### src/rtl/atm_pkg.sv
package atm_pkg;
  typedef enum logic [1:0] {
    OP_LL   = 2'b00,
    OP_SC   = 2'b01,
    OP_CAS  = 2'b10,
    OP_NONE = 2'b11
  } atm_op_e;

  typedef enum logic {
    ST_IDLE  = 1'b0,
    ST_FETCH = 1'b1
  } atm_st_e;
endpackage

### src/rtl/atm_resv.sv
module atm_resv #(
  parameter int AW = 32,
  parameter int LW = 6,
  parameter int PW = 2,
  localparam int LAW = AW - LW
) (
  input  logic           clk_i,
  input  logic           rst_ni,
  input  logic           ll_start_i,
  input  logic           sc_take_i,
  input  logic           kill_i,
  input  logic           ll_fill_i,
  input  logic [LAW-1:0] fill_line_i,
  input  logic           fill_excl_i,
  input  logic [PW-1:0]  fill_prio_i,
  output logic           vld_o,
  output logic           excl_o,
  output logic [LAW-1:0] line_o,
  output logic [PW-1:0]  prio_o
);
  always_ff @(posedge clk_i or negedge rst_ni) begin
    if (!rst_ni) begin
      vld_o  <= 1'b0;
      excl_o <= 1'b0;
      line_o <= '0;
      prio_o <= '0;
    end else if (ll_fill_i) begin
      vld_o  <= 1'b1;
      excl_o <= fill_excl_i;
      line_o <= fill_line_i;
      prio_o <= fill_prio_i;
    end else if (ll_start_i || sc_take_i || kill_i) begin
      vld_o  <= 1'b0;
    end
  end

  a_r5_kill_clears: assert property (@(posedge clk_i) disable iff (!rst_ni)
    kill_i && !ll_fill_i |=> !vld_o);
  a_r9_fill_replaces: assert property (@(posedge clk_i) disable iff (!rst_ni)
    ll_fill_i |=> vld_o && line_o == $past(fill_line_i));
  a_r3_sc_consumes: assert property (@(posedge clk_i) disable iff (!rst_ni)
    sc_take_i && !ll_fill_i |=> !vld_o);
endmodule

### src/rtl/atm_snoop_arb.sv
module atm_snoop_arb #(
  parameter int AW = 32,
  parameter int LW = 6,
  parameter int PW = 2,
  localparam int LAW = AW - LW
) (
  input  logic           clk_i,
  input  logic           rst_ni,
  input  logic           snp_valid_i,
  input  logic [LAW-1:0] snp_line_i,
  input  logic           snp_atomic_i,
  input  logic [PW-1:0]  snp_prio_i,
  input  logic           resv_vld_i,
  input  logic           resv_excl_i,
  input  logic [LAW-1:0] resv_line_i,
  input  logic [PW-1:0]  resv_prio_i,
  output logic           give_o,
  output logic           kill_o
);
  logic hit, contest, refuse;

  assign hit     = resv_vld_i && (resv_line_i == snp_line_i);
  // both sides mid-atomic on one owned line: priority decides, holder wins ties
  assign contest = hit && resv_excl_i && snp_atomic_i;
  assign refuse  = contest && (resv_prio_i >= snp_prio_i);
  assign give_o  = snp_valid_i && !refuse;
  assign kill_o  = snp_valid_i && hit && !refuse;

  a_r5_miss_gives: assert property (@(posedge clk_i) disable iff (!rst_ni)
    snp_valid_i && (!resv_vld_i || !snp_atomic_i) |-> give_o);
  a_r6_higher_snooper_wins: assert property (@(posedge clk_i) disable iff (!rst_ni)
    snp_valid_i && (snp_prio_i > resv_prio_i) |-> give_o);
  a_r6_refuse_keeps_line: assert property (@(posedge clk_i) disable iff (!rst_ni)
    snp_valid_i && !give_o |-> !kill_o && resv_vld_i);
endmodule

### src/rtl/atm_seq.sv
module atm_seq
  import atm_pkg::*;
#(
  parameter int AW = 32,
  parameter int DW = 32,
  parameter int LW = 6,
  parameter int PW = 2,
  localparam int LAW = AW - LW
) (
  input  logic           clk_i,
  input  logic           rst_ni,
  input  logic           req_valid_i,
  input  logic [1:0]     req_op_i,
  input  logic [AW-1:0]  req_addr_i,
  input  logic [DW-1:0]  req_cmp_i,
  input  logic [DW-1:0]  req_wdata_i,
  input  logic [PW-1:0]  req_prio_i,
  output logic           req_ready_o,
  output logic           rsp_valid_o,
  output logic           rsp_ok_o,
  output logic [DW-1:0]  rsp_data_o,
  output logic           wr_valid_o,
  output logic [AW-1:0]  wr_addr_o,
  output logic [DW-1:0]  wr_data_o,
  output logic           fetch_valid_o,
  output logic [LAW-1:0] fetch_line_o,
  output logic [PW-1:0]  fetch_prio_o,
  input  logic           fetch_done_i,
  input  logic           fetch_excl_i,
  input  logic [DW-1:0]  fetch_data_i,
  output logic           strict_o,
  input  logic           resv_vld_i,
  input  logic           resv_excl_i,
  input  logic [LAW-1:0] resv_line_i,
  output logic           ll_start_o,
  output logic           sc_take_o,
  output logic           ll_fill_o,
  output logic [LAW-1:0] fill_line_o,
  output logic           fill_excl_o,
  output logic [PW-1:0]  fill_prio_o
);
  atm_st_e         st_q;
  atm_op_e         op_q, req_op;
  logic [AW-1:0]   addr_q;
  logic [DW-1:0]   cmp_q, wdata_q;
  logic [PW-1:0]   prio_q;
  logic            accept, done, sc_ok, cas_ok, needs_fetch;

  assign req_op      = atm_op_e'(req_op_i);
  assign req_ready_o = (st_q == ST_IDLE);
  assign accept      = req_valid_i && req_ready_o;
  assign needs_fetch = (req_op == OP_LL) || (req_op == OP_CAS);
  assign ll_start_o  = accept && (req_op == OP_LL);
  assign sc_take_o   = accept && (req_op == OP_SC);
  assign done        = (st_q == ST_FETCH) && fetch_done_i;

  assign sc_ok  = resv_vld_i && resv_excl_i && (resv_line_i == req_addr_i[AW-1:LW]);
  assign cas_ok = fetch_excl_i && (fetch_data_i == cmp_q);

  assign fetch_valid_o = (st_q == ST_FETCH);
  assign fetch_line_o  = addr_q[AW-1:LW];
  assign fetch_prio_o  = prio_q;

  // linked load completes silently; refusal is parked in the reservation
  assign ll_fill_o   = done && (op_q == OP_LL);
  assign fill_line_o = addr_q[AW-1:LW];
  assign fill_excl_o = fetch_excl_i;
  assign fill_prio_o = prio_q;

  always_ff @(posedge clk_i or negedge rst_ni) begin
    if (!rst_ni) begin
      st_q    <= ST_IDLE;
      op_q    <= OP_NONE;
      addr_q  <= '0;
      cmp_q   <= '0;
      wdata_q <= '0;
      prio_q  <= '0;
    end else begin
      if (accept) begin
        op_q    <= req_op;
        addr_q  <= req_addr_i;
        cmp_q   <= req_cmp_i;
        wdata_q <= req_wdata_i;
        prio_q  <= req_prio_i;
      end
      if (accept && needs_fetch) st_q <= ST_FETCH;
      else if (done)             st_q <= ST_IDLE;
    end
  end

  always_ff @(posedge clk_i or negedge rst_ni) begin
    if (!rst_ni) begin
      rsp_valid_o <= 1'b0;
      rsp_ok_o    <= 1'b0;
      rsp_data_o  <= '0;
      wr_valid_o  <= 1'b0;
      wr_addr_o   <= '0;
      wr_data_o   <= '0;
    end else begin
      rsp_valid_o <= sc_take_o || done;
      wr_valid_o  <= (sc_take_o && sc_ok) || (done && (op_q == OP_CAS) && cas_ok);
      if (sc_take_o) begin
        rsp_ok_o   <= sc_ok;
        rsp_data_o <= '0;
        wr_addr_o  <= req_addr_i;
        wr_data_o  <= req_wdata_i;
      end else if (done) begin
        rsp_ok_o   <= (op_q == OP_LL) ? 1'b1 : cas_ok;
        rsp_data_o <= fetch_data_i;
        wr_addr_o  <= addr_q;
        wr_data_o  <= wdata_q;
      end
    end
  end

  always_ff @(posedge clk_i or negedge rst_ni) begin
    if (!rst_ni)         strict_o <= 1'b0;
    else if (ll_start_o) strict_o <= 1'b1;
    else if (sc_take_o)  strict_o <= 1'b0;
  end

  a_r3_write_needs_success: assert property (@(posedge clk_i) disable iff (!rst_ni)
    wr_valid_o |-> rsp_valid_o && rsp_ok_o);
  a_r1_fetch_held: assert property (@(posedge clk_i) disable iff (!rst_ni)
    fetch_valid_o && !fetch_done_i |=> fetch_valid_o && $stable(fetch_line_o) && !req_ready_o);
  a_r2_ll_never_fails: assert property (@(posedge clk_i) disable iff (!rst_ni)
    ll_fill_o |=> rsp_valid_o && rsp_ok_o && !wr_valid_o);
  a_r4_cas_refused: assert property (@(posedge clk_i) disable iff (!rst_ni)
    done && (op_q == OP_CAS) && !fetch_excl_i |=> rsp_valid_o && !rsp_ok_o && !wr_valid_o);
  a_r7_strict_rise: assert property (@(posedge clk_i) disable iff (!rst_ni)
    $rose(strict_o) |-> $past(ll_start_o));
  a_r7_strict_fall: assert property (@(posedge clk_i) disable iff (!rst_ni)
    $fell(strict_o) |-> $past(sc_take_o));
  a_r10_nop_silent: assert property (@(posedge clk_i) disable iff (!rst_ni)
    accept && (req_op == OP_NONE) |=> !rsp_valid_o && !fetch_valid_o && !wr_valid_o);
endmodule

### src/rtl/atomic_resv_unit.sv
module atomic_resv_unit #(
  parameter int AW = 32,
  parameter int DW = 32,
  parameter int LW = 6,
  parameter int PW = 2,
  localparam int LAW = AW - LW
) (
  input  logic           clk_i,
  input  logic           rst_ni,
  input  logic           req_valid_i,
  input  logic [1:0]     req_op_i,
  input  logic [AW-1:0]  req_addr_i,
  input  logic [DW-1:0]  req_cmp_i,
  input  logic [DW-1:0]  req_wdata_i,
  input  logic [PW-1:0]  req_prio_i,
  output logic           req_ready_o,
  output logic           rsp_valid_o,
  output logic           rsp_ok_o,
  output logic [DW-1:0]  rsp_data_o,
  output logic           wr_valid_o,
  output logic [AW-1:0]  wr_addr_o,
  output logic [DW-1:0]  wr_data_o,
  output logic           fetch_valid_o,
  output logic [LAW-1:0] fetch_line_o,
  output logic [PW-1:0]  fetch_prio_o,
  input  logic           fetch_done_i,
  input  logic           fetch_excl_i,
  input  logic [DW-1:0]  fetch_data_i,
  input  logic           snp_valid_i,
  input  logic [LAW-1:0] snp_line_i,
  input  logic           snp_atomic_i,
  input  logic [PW-1:0]  snp_prio_i,
  output logic           snp_give_o,
  output logic           strict_o
);
  logic           resv_vld, resv_excl;
  logic [LAW-1:0] resv_line;
  logic [PW-1:0]  resv_prio;
  logic           ll_start, sc_take, ll_fill, fill_excl, kill;
  logic [LAW-1:0] fill_line;
  logic [PW-1:0]  fill_prio;

  atm_seq #(.AW(AW), .DW(DW), .LW(LW), .PW(PW)) u_seq (
    .clk_i, .rst_ni,
    .req_valid_i, .req_op_i, .req_addr_i, .req_cmp_i, .req_wdata_i, .req_prio_i,
    .req_ready_o,
    .rsp_valid_o, .rsp_ok_o, .rsp_data_o,
    .wr_valid_o, .wr_addr_o, .wr_data_o,
    .fetch_valid_o, .fetch_line_o, .fetch_prio_o,
    .fetch_done_i, .fetch_excl_i, .fetch_data_i,
    .strict_o,
    .resv_vld_i  (resv_vld),
    .resv_excl_i (resv_excl),
    .resv_line_i (resv_line),
    .ll_start_o  (ll_start),
    .sc_take_o   (sc_take),
    .ll_fill_o   (ll_fill),
    .fill_line_o (fill_line),
    .fill_excl_o (fill_excl),
    .fill_prio_o (fill_prio)
  );

  atm_resv #(.AW(AW), .LW(LW), .PW(PW)) u_resv (
    .clk_i, .rst_ni,
    .ll_start_i  (ll_start),
    .sc_take_i   (sc_take),
    .kill_i      (kill),
    .ll_fill_i   (ll_fill),
    .fill_line_i (fill_line),
    .fill_excl_i (fill_excl),
    .fill_prio_i (fill_prio),
    .vld_o       (resv_vld),
    .excl_o      (resv_excl),
    .line_o      (resv_line),
    .prio_o      (resv_prio)
  );

  atm_snoop_arb #(.AW(AW), .LW(LW), .PW(PW)) u_arb (
    .clk_i, .rst_ni,
    .snp_valid_i, .snp_line_i, .snp_atomic_i, .snp_prio_i,
    .resv_vld_i  (resv_vld),
    .resv_excl_i (resv_excl),
    .resv_line_i (resv_line),
    .resv_prio_i (resv_prio),
    .give_o      (snp_give_o),
    .kill_o      (kill)
  );
endmodule

### config.mk
export PLATFORM = sky130hd
export DESIGN_NAME = atomic_resv_unit
export DESIGN_NICKNAME = d
export VERILOG_FILES = /design/src/rtl/atm_pkg.sv /design/src/rtl/atm_resv.sv /design/src/rtl/atm_snoop_arb.sv /design/src/rtl/atm_seq.sv /design/src/rtl/atomic_resv_unit.sv
export SDC_FILE = /design/constraint.sdc
export NUM_CORES = 1
export LEC_CHECK = 0
export ABC_AREA = 1
export BUFFER_PORTS_ARGS = -buffer_cell sky130_fd_sc_hd__buf_2
export CORE_UTILIZATION = 30
export DETAILED_ROUTE_END_ITERATION = 10
export HOLD_SLACK_MARGIN = 0.1
export PLACE_DENSITY = 0.54
export SLEW_MARGIN = 0
export SYNTH_ARGS = -nofsm -noshare
export SYNTH_HDL_FRONTEND = slang
export SYNTH_SLANG_ARGS = --single-unit
### constraint.sdc
create_clock -name clk_i -period 2.75 [get_ports clk_i]
set_clock_uncertainty 0.1 [all_clocks]
set_input_delay 0.55 -clock clk_i [delete_from_list [all_inputs] [get_ports clk_i]]
set_output_delay 0.55 -clock clk_i [all_outputs]
set_load 0.02 [all_outputs]
==> results of run 1 <==
## layout make-up
| cell class | count | share of cell area [%] |
|---|---|---|
| clock buffer | 41 | 6.14 |
| timing repair buffer | 312 | 12.6 |
| sequential | 231 | 42.8 |
| inverter | 190 | 5.27 |
| multi-input combinational | 766 | 28.2 |
| clock inverter | 7 | 0.833 |
| antenna | 3 | 0.0555 |
| tap | 455 | 4.21 |
## cell usage in the layout, fill, tap and decap left out, types with 2 or more instances in the layout
cell type,n
o22ai_1,12
o21ai_0,73
xnor2_1,13
o21a_1,3
a22oi_1,32
nand2_1,318
o211ai_1,61
nand3_1,12
dfstp_2,2
nand4_1,9
bufinv_16,3
inv_2,5
buf_4,7
diode_2,3
mux2_2,10
a21oi_1,70
xnor2_2,2
clkbuf_8,6
buf_12,7
dfrtp_1,229
or2_2,4
clkbuf_16,29
xor2_1,6
clkbuf_1,6
buf_2,296
clkinv_2,3
inv_1,185
nor3_1,6
nor2_4,3
nor2_1,117
ha_1,2
o221ai_1,4
## registers in the layout (all words and copies together) (netlist names), 2 cells and up
register / cells
u_seq.addr_q: 32
u_seq.wr_addr_o: 32
u_seq.wr_data_o: 32
u_seq.wdata_q: 32
u_seq.rsp_data_o: 32
u_seq.cmp_q: 32
u_resv.prio_o: 2
u_resv.line_o: 26
u_seq.fetch_prio_o: 2
u_seq.op_q: 2
## per-layer routing
layer  global-route usage (%)  routed length (um)  vias to the layer above
li1                         -                   -                     4546
met1                     23.2               14200                     4314
met2                     31.0               15700                      282
met3                     4.71                2330                       71
met4                     5.48                 986                       16
met5                        0                 103                        -
## path summary, 6_finish.rpt
check	cells past startpoint	endpoint	slack [ns]
min	2	u_seq.cmp_q[24]$_DFFE_PN0P_	0.14
min reg2reg	2	u_seq.rsp_data_o[16]$_DFFE_PN0P_	0.38
max in group asynchronous	3	u_seq.op_q[1]$_DFFE_PN1P_	1.44
max	7	snp_give_o	0.14
min in group asynchronous	2	u_seq.rsp_data_o[16]$_DFFE_PN0P_	0.39
max reg2reg	8	u_seq.wr_data_o[27]$_DFFE_PN0P_	0.70
## critical path, stage by stage, from the launching register on
cell and delay [ns]:
dfrtp_1 0.40, inv_1 0.11, or2_2 0.12, nand3_2 0.12, nor2_1 0.11, nand3_1 0.11, o31a_1 0.29, buf_2 0.16
## logic make-up after synthesis
| family | Yosys count |
|---|---|
| simple gates | 477 |
| mux | 10 |
| fa+ha+maj | 2 |
| xor+xnor | 21 |
| buf+inv | 268 |
| compound gates | 256 |
| flops | 231 |
## power by group
part / switching [mW] / internal (mW)
logic: 2.06 / 1.14
clock network: 1.43 / 2.35
registers: 0.539 / 4.22
total: 4.03 / 7.71
## what timing repair did
action	CTS	global route
hold endpoints to repair	39	0
gates cloned	0	0
resized for setup	1	4
hold buffers	1	0
setup endpoints to repair	1	1
==> flow_metrics.py, run 1 <==
metrics = {
    "synthesis": {
        "syn_area_sq_um": 10700,
        "synthMuxAreaShare_pct": 1.05,
        "ys.flop_type": "dfrtp_1",
        "synth_top_area_share_pct": 53.5,
        "yosys.area_share.simple_pct": 17.7,
        "synth_edf_count": 0,
        "synth_cell_types": 33,
        "synth_seq_cells": 231,
        "synth_xor_area_share_pct": 1.72,
        "ys_warn_count": 0,
        "synth_compound_area_share_pct": 14.5,
        "synthAdderAreaFrac_pct": 0.234,
        "yosysMostFrequentCell": "nand2_1",
        "yosysSeqAreaShare_pct": 54.0,
        "synth_area_per_cell_sq_um": 8.46,
        "synth_top_family_by_area": "simple AND/OR/NAND/NOR gates",
        "yosys-top-cells-count": "nand2_1 (319), dfrtp_1 (229), inv_1 (186), nor2_1 (117), o21ai_0 (73)",
        "synth.net_count": 1434,
        "netlist_instances": 1265,
        "synth_top_area_cell": "dfrtp_1",
        "ys_top_cells_by_area": "dfrtp_1 (54%), nand2_1 (11%), inv_1 (6.5%), o211ai_1 (4.3%), nor2_1 (4.1%)",
        "async_reset_ff_share_pct": 100,
    },
    "clock_network": {
        "cts_num_sinks": 231,
        "clockRootBuffer": "clkbuf_16",
        "clock_latency_ns": 0.54,
        "htree_num_levels": 1,
        "clk_pin_slew_ns": 0.06,
        "cts_buffers": 28,
        "post-cts-setup-buffers": 0,
        "cts_tree": "yes",
        "clk_path_buf_depth": 3,
    },
    "timing": {
        "setup_ws_ns": 0.139,
        "fin_crit_sh_pct": 94.9,
        "rsz0062_at_grt": "false",
        "fmax_mhz": 383,
        "final_max_slew_viol_count": 0,
        "timing.setup.tns_ns": 0,
        "worst_pin_slew_ns": 0.780,
        "finalHoldViolCount": 0,
        "finalSetupViolations": 0,
        "fin_crit_ns": 2.61,
        "slew_headroom_pct": 47.9,
        "fin_hold_ws_ns": 0.141,
    },
    "floorplanning": {
        "start_util_pct": 30.8,
        "die-height_um": 191,
        "io_pins": 298,
        "die_area_sq_um": 36400,
        "rows": 68,
        "die_x_um": 191,
        "core_area_sq_um": 34800,
    },
    "route": {
        "drt-initial-drc-count": 487,
        "ant_nets": 0,
        "dr.pass1.iters": 5,
        "avgViaCountPerCell": 4.60,
        "drc": 0,
        "via_count": 9229,
        "wirelength_um": 33400,
        "routedWlPerCell_um": 16.6,
    },
    "final_layout": {
        "fillers": 3593,
        "final_cells": 2005,
        "final_nets": 1698,
        "drive_gt1_share_pct": 24.8,
        "multi_input_area_sq_um": 3810,
        "utilization_pct": 38.9,
        "seqCellArea_sq_um": 5780,
        "final_area_sq_um": 13500,
        "area_growth_pct": 26.4,
    },
    "placed_design": {
        "dp_hpwl_um": 24200,
        "dpl_cell_area_sq_um": 12500,
        "io_buffers": 297,
        "dpl.cell_count": 1953,
        "place.gp.congestion": 0.840,
        "preCtsSetupSlack_ns": 0.338,
    },
    "pwr": {
        "p_leak_nw": 7.14,
        "p_per_area_nw_per_um2": 868,
        "fin_total_pwr_mw": 11.7,
        "vdd_drop_max_mv": 0.524,
    },
    "setup_path": {
        "criticalPathCategory": "flip-flop to output port",
        "start_kind": "flip-flop",
        "required_ns": 2.10,
        "worstPathMaxFanout": 3,
        "cp.arrival_ns": 1.96,
        "r2r_start": "u_seq.fetch_valid_o$_DFFE_PN0P_",
        "crit_path_start": "u_resv.line_o[25]$_DFFE_PN0P_",
        "critPathCaptureType": "output port",
    },
    "hold_path": {
        "min-delay-start": "req_cmp_i[24]",
        "hp-class": "input port to flip-flop",
    },
    "grt": {
        "grt_first_pass_wirelength_um": 52100,
        "grt_max_degree": 99,
        "grt_overflow_total": 0,
        "antenna_found_initial": 10,
        "grt_pass1_vias": 9410,
        "grt_util_all_layers_pct": 18.5,
    },
    "run_status": {
        "status": "finished, final reports clean",
    },
    "run": {
        "max_cap_viol_count": 0,
    },
}
(Power assumes the default switching activity.)
==> run 2, diff against run 1 <==
--- a/config.mk
+++ b/config.mk
@@ -11,6 +11,7 @@
 export DETAILED_ROUTE_END_ITERATION = 10
 export HOLD_SLACK_MARGIN = 0.1
 export PLACE_DENSITY = 0.54
+export RECOVER_POWER = 100
 export SLEW_MARGIN = 0
 export SYNTH_ARGS = -nofsm -noshare
 export SYNTH_HDL_FRONTEND = slang
==> flow_metrics.py, run 2 (synthesis results as in run 1) <==
metrics = {
    "floorplanning": {
        "die_area_sq_um": 36400,
        "die-height_um": 191,
        "rows": 68,
        "die_x_um": 191,
        "io_pins": 298,
        "core_area_sq_um": 34800,
        "start_util_pct": 30.8,
    },
    "route": {
        "drc": 0,
        "drt-initial-drc-count": 502,
        "ant_nets": 0,
        "via_count": 9282,
        "dr.pass1.iters": 5,
        "routedWlPerCell_um": 16.7,
        "wirelength_um": 33500,
        "avgViaCountPerCell": 4.63,
    },
    "setup_path": {
        "criticalPathCategory": "flip-flop to output port",
        "ff2ff_setup_slack_ns": 0.26,
        "required_ns": 2.10,
        "worstPathMaxFanout": 3,
        "critPathCaptureType": "output port",
        "start_kind": "flip-flop",
        "crit_path_end": "snp_give_o",
        "reg2reg_to": "u_seq.wr_addr_o[30]$_DFFE_PN0P_",
        "crit_path_start": "u_resv.line_o[25]$_DFFE_PN0P_",
        "cp.arrival_ns": 1.98,
        "r2r_start": "u_seq.fetch_valid_o$_DFFE_PN0P_",
        "reg2reg_depth": 9,
    },
    "final_layout": {
        "area_growth_pct": 24.2,
        "layout_commonest_cell": "nand2_1",
        "final_cells": 2005,
        "layout_common_cells": "nand2_1 (318), dfrtp_1 (229), inv_1 (188)",
        "drive_gt1_share_pct": 16.2,
        "final_nets": 1698,
        "fillers": 3669,
    },
    "hold_path": {
        "hp-class": "input port to flip-flop",
    },
    "placed_design": {
        "dp_hpwl_um": 24200,
        "dpl.cell_count": 1953,
        "io_buffers": 297,
        "place.gp.congestion": 0.840,
    },
    "timing": {
        "rsz0062_at_grt": "false",
        "final_max_slew_viol_count": 0,
        "fin_crit_sh_pct": 95.5,
        "fmax_mhz": 381,
        "worst_pin_slew_ns": 1.46,
        "finalSetupViolations": 0,
        "timing.setup.tns_ns": 0,
        "fin_crit_ns": 2.63,
        "finalHoldViolCount": 0,
        "slew_headroom_pct": 2.46,
    },
    "grt": {
        "grt_util_all_layers_pct": 18.5,
        "grt_max_degree": 99,
        "antenna_found_initial": 10,
        "grt_pass1_vias": 9410,
        "grt_first_pass_wirelength_um": 52100,
        "grt_overflow_total": 0,
    },
    "pwr": {
        "vdd_drop_max_mv": 0.525,
        "p_leak_nw": 6.70,
        "p_per_area_nw_per_um2": 874,
        "fin_total_pwr_mw": 11.6,
    },
    "clock_network": {
        "post-cts-setup-buffers": 0,
        "cts_num_sinks": 231,
        "cts_tree": "yes",
        "htree_num_levels": 1,
        "clockRootBuffer": "clkbuf_16",
        "clk_pin_slew_ns": 0.06,
        "clock_latency_ns": 0.54,
        "cts_buffers": 28,
        "clk_path_buf_depth": 3,
    },
    "run_status": {
        "status": "finished, final reports clean",
    },
    "run": {
        "max_cap_viol_count": 0,
    },
}
run 2: changes by cell type in the layout (fill, tap and decap cells not counted), sizes merged:
| cell | change |
|---|---|
| buf | -136 |
| clkbuf | +136 |
run 2: where the power goes:
group / switching, mW / leakage, nW / internal (mW)
Sequential: 0.553 / 2.76 / 4.22
Combinational: 2.06 / 3.48 / 1.00
Clock: 1.43 / 0.462 / 2.35
Total: 4.05 / 6.70 / 7.57
run 2: critical path, stage by stage (launching register included):
cell and delay [ns]:
dfrtp_1 0.41, inv_1 0.11, or2_2 0.12, nand3_2 0.13, nor2_1 0.12, nand3_1 0.11
o31a_1 0.29, buf_2 0.16
run 2: area by class of cell:
cell class                      count  area (sq um)  area share (%)
Timing Repair Buffer              312          1470            11.0
Tap cell                          455           569            4.28
Clock buffer                       41           831            6.25
Multi-Input combinational cell    766          3810            28.6
Antenna cell                        3          7.51          0.0565
Clock inverter                      7           113           0.847
Sequential cell                   231          5780            43.5
Inverter                          190           713            5.36
run 2: how the worst min path moves through the flow:
stage / slack (ns) / start / to / cells past startpoint
2_1_floorplan: 0.15 / rst_ni / u_resv.excl_o$_DFFE_PN0P_ / 0
3_3_place_gp: 0.37 / u_seq.rsp_data_o[17]$_DFFE_PN0P_ / u_seq.rsp_data_o[17]$_DFFE_PN0P_ / 2
3_5_place_dp: 0.37 / u_seq.rsp_data_o[2]$_DFFE_PN0P_ / u_seq.rsp_data_o[2]$_DFFE_PN0P_ / 2
4_1_cts: 0.11 / req_cmp_i[24] / u_seq.cmp_q[24]$_DFFE_PN0P_ / 2
5_1_grt: 0.12 / fetch_done_i / u_seq.fetch_valid_o$_DFFE_PN0P_ / 2
6_report: 0.14 / req_cmp_i[24] / u_seq.cmp_q[24]$_DFFE_PN0P_ / 2
run 2: per-layer routing:
layer  share of wire [%]  GRT usage (%)
met5                0.35              0
met4                 2.8           5.48
met3                 6.9           4.71
met2                  47           31.0
met1                  43           23.2
run 2: per-stage QoR:
stage | hold WS [ns] | util (%) | setup slack (ns) | area (sq um)
6_report | 0.139 | 38.2 | 0.125 | 13300
5_1_grt | 0.119 | 38.2 | 0.00496 | 13300
4_1_cts | 0.106 | 38.8 | 0.0198 | 13500
3_5_place_dp | 0.372 | 36.0 | 0.338 | 12500
3_3_place_gp | 0.367 | 36.0 | 0.282 | 12500
2_1_floorplan | 0.154 | - | 0.652 | 10700
run 2: what timing repair did:
item,4_1_cts,5_1_grt
endpoints found under the hold margin,39,0
hold buffers,1,0
gates resized for setup,1,4
setup endpoints to repair,1,1
==> run 3, diff against run 2 <==
--- a/config.mk
+++ b/config.mk
@@ -7,6 +7,7 @@
 export LEC_CHECK = 0
 export ABC_AREA = 1
 export BUFFER_PORTS_ARGS = -buffer_cell sky130_fd_sc_hd__buf_2
+export CORE_MARGIN = 3
 export CORE_UTILIZATION = 30
 export DETAILED_ROUTE_END_ITERATION = 10
 export HOLD_SLACK_MARGIN = 0.1
==> flow_metrics.py, run 3 (synthesis results as in run 1) <==
metrics = {
    "timing": {
        "final_max_slew_viol_count": 0,
        "fin_crit_sh_pct": 96.3,
        "fmax_mhz": 377,
        "finalSetupViolations": 0,
        "slew_headroom_pct": 3.27,
        "setup_ws_ns": 0.100,
        "timing.setup.tns_ns": 0,
        "worst_pin_slew_ns": 1.45,
        "fin_hold_ws_ns": 0.127,
        "rsz0062_at_grt": "false",
        "finalHoldViolCount": 0,
        "fin_crit_ns": 2.65,
    },
    "floorplanning": {
        "die-height_um": 195,
        "die_area_sq_um": 38000,
        "core_area_sq_um": 34900,
        "die_x_um": 195,
        "start_util_pct": 30.7,
        "rows": 68,
        "io_pins": 298,
    },
    "route": {
        "dr.pass1.iters": 5,
        "drt-initial-drc-count": 446,
        "drc": 0,
        "routedWlPerCell_um": 17.0,
        "avgViaCountPerCell": 4.65,
        "via_count": 9344,
        "wirelength_um": 34100,
        "ant_nets": 0,
    },
    "grt": {
        "antenna_found_initial": 10,
        "grt_overflow_total": 0,
        "grt_util_all_layers_pct": 17.3,
        "grt_first_pass_wirelength_um": 52600,
        "grt_pass1_vias": 9176,
        "grt_max_degree": 78,
    },
    "run": {
        "max_cap_viol_count": 0,
    },
    "final_layout": {
        "area_growth_pct": 23.6,
        "layout_commonest_cell": "nand2_1",
        "layout_common_cells": "nand2_1 (319), dfrtp_1 (229), inv_1 (187)",
        "seqCellArea_sq_um": 5780,
        "drive_gt1_share_pct": 16.1,
        "multi_input_area_sq_um": 3780,
        "final_nets": 1700,
        "fillers": 3698,
    },
    "setup_path": {
        "ff2ff_setup_slack_ns": 0.22,
        "crit_path_end": "snp_give_o",
        "required_ns": 2.10,
        "critPathCaptureType": "output port",
        "start_kind": "flip-flop",
        "cpPeakStageDelay_ns": 0.42,
        "critPathTopFamily": "flip-flops",
        "criticalPathCategory": "flip-flop to output port",
        "path_cells": "xor2_1 -> nor3_2 -> nand3_1 -> o31a_1 -> buf_2",
        "slowest_stage": "dfrtp_1",
        "cp.depth": 5,
        "critical_path_buf_inv_count": 1,
        "crit_path_start": "u_resv.line_o[4]$_DFFE_PN0P_",
        "reg2reg_to": "u_seq.cmp_q[13]$_DFFE_PN0P_",
        "r2r_start": "u_seq.fetch_valid_o$_DFFE_PN0P_",
        "worstPathMaxFanout": 3,
        "reg2reg_depth": 4,
        "cp.arrival_ns": 2.00,
    },
    "clock_network": {
        "clk_pin_slew_ns": 0.06,
        "cts_buffers": 28,
        "clock_latency_ns": 0.53,
        "cts_tree": "yes",
        "cts_num_sinks": 231,
        "post-cts-setup-buffers": 0,
        "htree_num_levels": 1,
        "clk_path_buf_depth": 3,
        "clockRootBuffer": "clkbuf_16",
    },
    "hold_path": {
        "hp-class": "input port to flip-flop",
    },
    "placed_design": {
        "preCtsSetupSlack_ns": 0.329,
        "io_buffers": 297,
        "dp_hpwl_um": 24800,
        "place.gp.congestion": 0.874,
    },
    "pwr": {
        "p_leak_nw": 6.68,
        "vdd_drop_max_mv": 0.461,
        "p_per_area_nw_per_um2": 866,
    },
    "run_status": {
        "status": "finished, final reports clean",
    },
}
==> run 3: cell types whose count changed in the layout (fill, tap and decap cells not counted), sizes merged <==
cell	previous run	this run
bufinv	3	1
clkbuf	177	181
clkinvlp	1	2
==> run 3: per-stage QoR <==
step | utilization (%) | area [sq um] | total power, mW | std cells
global placement | 35.9 | 12500 | 7.96 | 1955
finish | 37.9 | 13200 | 11.5 | 2008
CTS | 38.6 | 13500 | 11.7 | 2005
floorplan | - | 10700 | 6.78 | 1265
detailed placement | 35.9 | 12500 | 8.02 | 1955
global route | 37.9 | 13200 | 12.2 | 2007
==> run 3: worst min-delay path by stage <==
| stage | from | endpoint | cells past startpoint | slack [ns] |
|---|---|---|---|---|
| after global placement | u_seq.rsp_data_o[14]$_DFFE_PN0P_ | u_seq.rsp_data_o[14]$_DFFE_PN0P_ | 2 | 0.37 |
| final | fetch_done_i | u_seq.fetch_valid_o$_DFFE_PN0P_ | 2 | 0.13 |
| after detailed placement | u_seq.rsp_data_o[14]$_DFFE_PN0P_ | u_seq.rsp_data_o[14]$_DFFE_PN0P_ | 2 | 0.37 |
| after floorplan | rst_ni | u_resv.excl_o$_DFFE_PN0P_ | 0 | 0.15 |
| after global routing | fetch_done_i | u_seq.fetch_valid_o$_DFFE_PN0P_ | 2 | 0.12 |
| after CTS | fetch_done_i | u_seq.fetch_valid_o$_DFFE_PN0P_ | 2 | 0.11 |
==> run 3: area by class of cell <==
| type | count | area share (%) |
|---|---|---|
| clock inverters | 6 | 0.454 |
| well taps | 455 | 4.30 |
| inverters | 190 | 5.39 |
| repair buffers | 314 | 11.0 |
| clock buffers | 43 | 6.41 |
| multi-input cells | 766 | 28.6 |
| flip-flops and latches | 231 | 43.7 |
| diodes | 3 | 0.0568 |
==> run 3: metal layers <==
layer	track usage (%)	wire length [um]
met5	0	76
met4	4.28	836
met3	4.68	2640
met2	28.2	15700
met1	22.9	14900
==> run 3: repair_timing <==
action / in CTS / in global routing
resized for setup: 1 / 3
hold endpoints to repair: 43 / 0
hold buffers: 1 / 0
endpoints found under the setup margin: 1 / 1
==> run 3: power by group <==
group	total (mW)	leakage, nW	internal, mW	switching (mW)
clock	3.62	0.442	2.19	1.43
combinational	3.07	3.47	0.994	2.07
sequential	4.77	2.76	4.22	0.550
==> run 3: worst register-to-register path: cells and delay by family (launching register included) <==
kind,cells,cell delay [ns]
buf+inv,2,1.24
mux,1,0.49
flops,1,0.38
simple gates,1,0.19
